==> src/rtl/tsg_pkg.sv <==
package tsg_pkg;
  typedef enum logic {
    SRC_INTERNAL = 1'b0,
    SRC_EXTERNAL = 1'b1
  } trig_src_e;
endpackage

==> src/rtl/tsg_sync_edge.sv <==
// Retimes an asynchronous level and flags one selected transition per change.
module tsg_sync_edge #(
  parameter int SYNC_STAGES = 2
) (
  input  logic clk,
  input  logic rst_n,
  input  logic async_i,
  input  logic falling_i,
  output logic edge_o
);
  localparam int TAP_W = SYNC_STAGES + 1;

  logic [TAP_W-1:0] taps_q;
  logic             cur_lvl;
  logic             prev_lvl;

  always_ff @(posedge clk or negedge rst_n) begin
    if (!rst_n) taps_q <= '0;
    else        taps_q <= {taps_q[TAP_W-2:0], async_i};
  end

  assign cur_lvl  = taps_q[SYNC_STAGES-1];
  assign prev_lvl = taps_q[SYNC_STAGES];
  // A transition whose new level is the one the polarity asks for.
  assign edge_o   = (cur_lvl ^ prev_lvl) & (cur_lvl ^ falling_i);

  // a detected edge lasts one cycle only
  p_edge_single_r2: assert property (@(posedge clk) disable iff (!rst_n)
    edge_o |=> !edge_o);
endmodule

==> src/rtl/tsg_ratio_counter.sv <==
// Counts events and ticks on every Nth one; ratio 0 acts as 1.
module tsg_ratio_counter #(
  parameter int W = 32
) (
  input  logic         clk,
  input  logic         rst_n,
  input  logic         en_i,
  input  logic [W-1:0] ratio_i,
  input  logic         event_i,
  output logic         tick_o
);
  logic [W-1:0] ratio_q;
  logic         en_q;
  logic [W-1:0] cnt_q;
  logic [W-1:0] last;
  logic         restart;

  assign last    = (ratio_i == '0) ? '0 : ratio_i - 1'b1;
  assign restart = en_i & ((ratio_i != ratio_q) | !en_q);
  assign tick_o  = en_i & !restart & event_i & (cnt_q == last);

  always_ff @(posedge clk or negedge rst_n) begin
    if (!rst_n) begin
      ratio_q <= '0;
      en_q    <= 1'b0;
      cnt_q   <= '0;
    end else begin
      ratio_q <= ratio_i;
      en_q    <= en_i;
      if (!en_i || restart)      cnt_q <= '0;
      else if (event_i)          cnt_q <= (cnt_q == last) ? '0 : cnt_q + 1'b1;
    end
  end

  // the position never passes the last slot of a steady ratio
  p_cnt_bound_r5: assert property (@(posedge clk) disable iff (!rst_n)
    (en_i && !restart) |-> (cnt_q <= last));
  // a restart leaves the counter at zero
  p_restart_clears_r7: assert property (@(posedge clk) disable iff (!rst_n)
    restart |=> (cnt_q == '0));
endmodule

==> src/rtl/trig_source_gen.sv <==
module trig_source_gen #(
  parameter int MOD_W    = 32,
  parameter int PRE_W    = 16,
  parameter int TCOUNT_W = 32,
  parameter int SYNC_STAGES = 2
) (
  input  logic                clk,
  input  logic                rst_n,
  input  logic                ext_trig_i,
  input  logic                ext_gate_i,
  input  logic                cfg_use_ext_i,
  input  logic [MOD_W-1:0]    cfg_modulus_i,
  input  logic [PRE_W-1:0]    cfg_prescale_i,
  input  logic                cfg_falling_i,
  output logic                trig_o,
  output logic [TCOUNT_W-1:0] trig_count_o
);
  import tsg_pkg::*;

  trig_src_e src_sel;
  logic      ext_edge;
  logic      ext_qual;
  logic      ext_tick;
  logic      int_tick;
  logic      next_trig;

  assign src_sel = cfg_use_ext_i ? SRC_EXTERNAL : SRC_INTERNAL;

  tsg_sync_edge #(.SYNC_STAGES(SYNC_STAGES)) u_sync (
    .clk       (clk),
    .rst_n     (rst_n),
    .async_i   (ext_trig_i),
    .falling_i (cfg_falling_i),
    .edge_o    (ext_edge)
  );

  assign ext_qual = ext_edge & ext_gate_i;

  tsg_ratio_counter #(.W(PRE_W)) u_prescale (
    .clk     (clk),
    .rst_n   (rst_n),
    .en_i    (src_sel == SRC_EXTERNAL),
    .ratio_i (cfg_prescale_i),
    .event_i (ext_qual),
    .tick_o  (ext_tick)
  );

  tsg_ratio_counter #(.W(MOD_W)) u_modulo (
    .clk     (clk),
    .rst_n   (rst_n),
    .en_i    (src_sel == SRC_INTERNAL),
    .ratio_i (cfg_modulus_i),
    .event_i (1'b1),
    .tick_o  (int_tick)
  );

  assign next_trig = ext_tick | int_tick;

  always_ff @(posedge clk or negedge rst_n) begin
    if (!rst_n) begin
      trig_o       <= 1'b0;
      trig_count_o <= '0;
    end else begin
      trig_o       <= next_trig;
      trig_count_o <= trig_count_o + TCOUNT_W'(next_trig);
    end
  end

  // tally moves by exactly the strobe
  p_count_step_r9: assert property (@(posedge clk) disable iff (!rst_n)
    1'b1 |-> (trig_count_o == $past(trig_count_o) + TCOUNT_W'(trig_o)));
  // external strobes are never back to back
  p_ext_isolated_r2: assert property (@(posedge clk) disable iff (!rst_n)
    (cfg_use_ext_i && $past(cfg_use_ext_i) && $past(cfg_use_ext_i, 2) && trig_o)
      |-> !$past(trig_o));
  // a closed gate in external mode yields no strobe
  p_gate_blocks_r4: assert property (@(posedge clk) disable iff (!rst_n)
    ($past(cfg_use_ext_i) && !$past(ext_gate_i)) |-> !trig_o);
endmodule

==> config.mk <==
export PLATFORM = sky130hd
export DESIGN_NAME = trig_source_gen
export DESIGN_NICKNAME = d
export VERILOG_FILES = /design/src/rtl/tsg_pkg.sv /design/src/rtl/tsg_sync_edge.sv /design/src/rtl/tsg_ratio_counter.sv /design/src/rtl/trig_source_gen.sv
export SDC_FILE = /design/constraint.sdc
export NUM_CORES = 1
export LEC_CHECK = 0
export CAP_MARGIN = 30
export CORE_MARGIN = 2
export CORE_UTILIZATION = 40
export CTS_CLUSTER_SIZE = 28
export DETAILED_ROUTE_END_ITERATION = 7
export PLACE_DENSITY = 0.61
export SETUP_SLACK_MARGIN = 0.02
export SYNTH_ARGS = -nofsm -noshare
export SYNTH_HDL_FRONTEND = slang
export SYNTH_SLANG_ARGS = --single-unit
==> constraint.sdc <==
create_clock -name clk -period 9.6 [get_ports clk]
set_input_delay 0.96 -clock clk [delete_from_list [all_inputs] [get_ports clk]]
set_output_delay 0.96 -clock clk [all_outputs]
set_load 0.02 [all_outputs]
* Word level (Yosys, flattened, before mapping)
Index checks and enable logic that the tools add are counted.
** Word-level totals
- Register bits :: 134
- Bits of input ports :: 54
- Output and inout port bits :: 33
- Word-level logic and storage cells :: 51
** Cells by class
- $add $sub $neg :: 5
- Equal/unequal tests :: 4
- Muxes and demuxes :: 8
- Bitwise gates (word level) :: 15
- Reduce and logical (&&, ||, !) cells :: 10
** Operator list (number)
- two-way mux 32 bit :: 3
- two-way mux 16 bit :: 4
- adder 32 x 1 -> 32 bit :: 1
- adder 32 x 1 -> 32 bit, second input constant :: 1
- == test 32 bit :: 1
- zero test 32 bit :: 1
- != test 32 bit :: 1
- subtractor 32 x 1 -> 32 bit, second input constant :: 1
- adder 16 x 1 -> 16 bit, second input constant :: 1
- == test 16 bit :: 1
- zero test 16 bit :: 1
- != test 16 bit :: 1
- subtractor 16 x 1 -> 16 bit, second input constant :: 1
- AND 1 bit :: 9
- zero test 1 bit :: 5
- bitwise OR 1 bit :: 3
- logical OR 1 bit :: 2
- nonzero test 2 bit :: 1
- XOR 1 bit :: 2
- two-way mux 1 bit :: 1
- NOT 1 bit :: 1

* Longest topological paths before layout
- Depth in word-level cells :: 9
- Gate-level depth with buffers :: 23
- Mapped depth without buffers :: 18

* Modules after synthesis
From an unflattened synthesis, not the netlist that was laid out.
** Second synthesis, totals
- Cell total of the unflattened synthesis :: 966
- Area, all modules :: 8872.3 µm²
** Modules (own cells, without submodules)
- tsg_ratio_counter at u_modulo :: instances 1, cells each 585, area an instance 4981.0 µm², sequential area each 1626.6 µm²
- tsg_ratio_counter at u_prescale :: instances 1, cells each 246, area an instance 2288.4 µm², sequential area each 825.8 µm²
- trig_source_gen :: instances 1, cells each 129, area an instance 1505.2 µm², sequential area each 825.8 µm²
- tsg_sync_edge :: instances 1, cells each 6, area an instance 97.6 µm², sequential area each 75.1 µm²

* Worst setup path after synthesis
OpenSTA, ideal clock, no wires.
- Kind :: input -> register
- Start :: in cfg_modulus_i[0]
- End :: reg trig_count_o[26]
- Library setup time :: 0.130 ns
- Arrival time :: 5.344 ns
- Required time :: 9.470 ns
- Setup slack :: 4.126 ns
- Cell stages on the path :: 20
- Path buffers :: 2
- Cell sequence :: clkbuf_1 -> inv_1 -> ha_1 -> clkbuf_1 -> nor3b_1 -> nand4_1 -> or4_1 -> and3_1 -> or4_1 -> a32oi_1 -> o2111a_2 -> a41o_1 -> ha_1 -> ha_1 -> nand4_1 -> nor2_1 -> nand3_1 -> nor2_1 -> nand2_1 -> xnor2_1
** Between the ends
- Word-level cells in the longest chain between the ends :: 8
- Elaborated cells between the ends (all ways) :: 12
- Classes of those cells :: add/sub (2); eq/ne (2); mux (1); bitwise (5); reduce/logical (2)
** Ends and longest elaborated chain
- from (decl) :: RTL line trig_source_gen.sv:12 : input logic [MOD_W-1:0] cfg_modulus_i,
- parallel branches: the longest is 5 deep, another holds subtractor 32 x 1 -> 32 bit
- AND 1 bit (*) :: RTL line tsg_ratio_counter.sv:20 : assign tick_o = en_i & !restart & event_i & (cnt_q == last);
- bitwise OR 1 bit (*) :: RTL line trig_source_gen.sv:57 : assign next_trig = ext_tick | int_tick;
- net next_trig :: RTL line trig_source_gen.sv:25 : logic next_trig;
- adder 32 x 1 -> 32 bit (*) :: RTL line trig_source_gen.sv:65 : trig_count_o <= trig_count_o + TCOUNT_W'(next_trig);
- to (signal assigned) :: RTL line trig_source_gen.sv:65
- to (decl) :: RTL line trig_source_gen.sv:16 : output logic [TCOUNT_W-1:0] trig_count_o
Mark *: on every way through the listed nets, which the timed path passes.
A chain may end at the register's enable or synchronous reset.

* Worst setup path after layout
Same ends and word-level chain as after synthesis.

==> results.md <==
- Post-CTS resize count: 0
- # DRC: 0
- Critical path required time: 9.92 ns
- Setup bufs post-CTS: 0
- Synth warn: 0
- HP Class: flip-flop to flip-flop
- Syn Std Cell Area: 8380 um^2
- TritonCTS Sinks: 134
- FF+latch count, synth: 134
- PD cells: 135 nW/um^2
- Min Clock Period, post-route: 6.68 ns
- Total track usage: 0.214
- Slew headroom: 0.442
- Final setup fails: 0
- CTS tree: built
- Routed Antenna Nets: 0
- Via-to-Cell Ratio: 5.73
- Final wirelength: 22,600 um
- Slowest cell on crit path: o2111a_2
- Clk root buf: clkbuf_16
- Status: finished, final reports clean
- Drt wl/cell: 18.2 um
- Syn_area_per_cell: 9.37 um^2
- Syn Inst Count: 894
- Most Frequent Cell on Critical Path: ha_1
- Distinct cells, synth: 73
- Multi-input gate area: 4660 um^2
- Hold Fails Final Rpt: 0
- DP Area: 9410 um^2
- Worst-Margin Slew: 0.830 ns
- Nets: 1,016
- Final Cell Area: 9990 um^2
- Crit start category: input pin
- Kind of critical path: input pin to flip-flop
- Clk_lat worst skew: 0.43 ns
- Post-synth EDFFs: 0
- Chip width: 149 um
- DR iter-0 viols: 536
- First-pass GRT wire length: 37,900 um
- Final Slew Violations: 0
- Top FF cell, synth: dfrtp_1
- Largest net degree at the start of global routing: 84
- FP Rows: 52
- Critical Path Max Stage Delay: 0.68 ns
- Vias in the first global route: 7,022
- Drt first pass iters: 5
- CTS buffer count: 17
- IR Drop Worst-Case VDD: 0.000132 V
- Clock buffer depth: 2
- H-Tree Depth: 4
- Crit path DAT: 7.00 ns
- Post-CTS Hold Fix Bufs: 0
- Max-cap violations: 0
- IO Count: 87
- Fmax: 150 MHz
- Leakage Power: 3.79 nW
- Share of post-route cells with drive strength above 1: 0.0630
- Worst setup EP type: flip-flop
- Starting density of the core: 0.411
- Post-route setup TNS: 0 ns
- Antenna violations before repair: 1
- Reg clk slew, reported paths: 0.07 ns
- Final HPWL DP: 16,200 um
- Die area: 22,100 um^2
- Clock skew: 0.0133 ns
- Worst-path fanout max: 33
- Async S/R FF share, synth: 1.00
- P&R area growth vs syn: 19.2%
- Crit-path cells: clkdlybuf4s50_1, inv_1, ha_1, nor3b_1, nand4_1, or4_1, and3_1, or4_1, a32oi_1, o2111a_2, a41o_1, ha_1, ha_1, nand4_1, nor2_1, nand3_1, nor2_1, nand2_1, xnor2_1
- DIE HEIGHT: 149 um
- Number of fill cells in the layout: 1,930
- Port Buffers: 86
- GP Congestion: 0.864
- ANT cells: 0
- Sequential fraction of the synthesis area: 0.400
- Syn Nets: 955
- RSZ-0062 raised after global routing: no
- Period utilization: 0.696
- GR Overflow Total: 0
- Sequential Area: 3350 um^2
- Core box area: 20,400 um^2
- Vias: 7,091
## logic make-up (layout without fill, tap and decap cells)
kind of cell | count (synthesis) | count (layout) | synth area share
buffers and inverters | 87 | 161 | 0.0444
XOR/XNOR | 156 | 156 | 0.166
flip-flops | 134 | 134 | 0.400
AND/OR/NAND/NOR | 340 | 340 | 0.230
adder cells (fa/ha/maj) | 7 | 7 | 0.0105
multiplexers | 11 | 11 | 0.0136
AO/OA/AOI/OAI | 159 | 159 | 0.135
## power by group
| part | internal, mW | switching, mW | leakage (nW) |
|---|---|---|---|
| clock network | 0.370 | 0.270 | 0.280 |
| registers | 0.576 | 0.00478 | 1.75 |
| logic | 0.0524 | 0.0710 | 1.76 |
| total | 0.998 | 0.345 | 3.79 |
## sequential cells by signal, indices dropped and copies added, names as in the netlist
register            cells
trig_count_o           32
u_modulo.en_q           1
u_prescale.cnt_q       16
u_sync.taps_q           3
u_prescale.en_q         1
u_modulo.cnt_q         32
trig_o                  1
u_modulo.ratio_q       32
u_prescale.ratio_q     16
## cells in the final DEF (no fill, tap or decap), drive strengths merged, types with 12 or more instances in the layout
cell,Yosys,final
a311oi,28,28
inv,33,39
clkbuf,37,18
nand2,54,54
dfrtp,134,134
nand3,41,41
clkdlybuf4s50,0,85
a21oi,19,19
and3,25,25
nor3,25,25
or4,15,15
and4,16,16
a31oi,15,15
xor2,58,58
nand4,24,24
nor2,57,57
xnor2,96,96
nor4,31,31
o221ai,12,12
o21ai,36,36
## worst max-delay path, delay by kind of cell
kind	cells	cell delay (ns)
XOR/XNOR	1	0.12
buffers and inverters	2	0.76
AO/OA/AOI/OAI	3	1.17
AND/OR/NAND/NOR	10	3.13
adder cells (fa/ha/maj)	3	0.85
## path summary, 6_finish.rpt
kind	start	end	slack [ns]	cells past startpoint
max	cfg_modulus_i[0]	trig_count_o[26]	2.92	19
min	u_sync.taps_q[0]	u_sync.taps_q[1]	0.36	0
max reg2reg	u_modulo.cnt_q[31]	trig_count_o[26]	5.40	14
min reg2reg	u_sync.taps_q[0]	u_sync.taps_q[1]	0.36	0
max in group asynchronous	rst_n	u_modulo.cnt_q[0]	7.86	2
min in group asynchronous	rst_n	u_prescale.cnt_q[15]	0.57	1
## cell usage after synthesis (all sizes together), types with 3 or more instances
cell      n  share of area
nor3b     6         0.0054
nor3     25          0.015
a31oi    15          0.011
and2      9         0.0067
mux2      3         0.0040
o221ai   12          0.013
or2       5         0.0037
o31ai     3         0.0027
mux2i     8         0.0096
nor4     31          0.028
nand3    41          0.024
or3      10         0.0075
clkbuf   37          0.017
nor2b     4         0.0030
or4      15          0.014
and3     25          0.019
a211oi    6         0.0054
o22ai     7         0.0052
nand2b    6         0.0045
a311oi   28          0.029
nand4    24          0.018
xnor2    96           0.10
nor2     57          0.026
a211o     3         0.0031
ha        7          0.010
dfrtp   134           0.40
and4     16          0.017
nor4b     3         0.0031
a21oi    19          0.011
xor2     58          0.061
buf      16          0.013
inv      33          0.015
o21ai    36          0.022
nand2    54          0.024
## metrics by stage
stage	util	setup slack [ns]	hold WS (ns)	instances	power, mW
2_1_floorplan	-	4.13	0.331	894	0.653
3_3_place_gp	0.462	2.66	0.333	1205	0.714
3_5_place_dp	0.462	2.56	0.343	1206	0.715
4_1_cts	0.490	2.99	0.361	1238	1.36
5_1_grt	0.490	2.38	0.369	1238	1.39
6_report	0.490	2.92	0.358	1238	1.34
## metal layers
layer,vias to the layer above,wire length [um],global-route usage
li1,3412,-,-
met1,3419,10500,0.295
met2,215,10200,0.336
met3,43,1270,0.0469
met4,2,529,0.0724
met5,-,11,0
## layout make-up
cell class / instances / area share
Multi-Input combinational cell: 673 / 0.466
Sequential cell: 134 / 0.336
Clock inverter: 14 / 0.0140
Inverter: 34 / 0.0128
Tap cell: 270 / 0.0338
Timing Repair Buffer: 95 / 0.0931
Clock buffer: 18 / 0.0440
(Power assumes the default switching activity.)
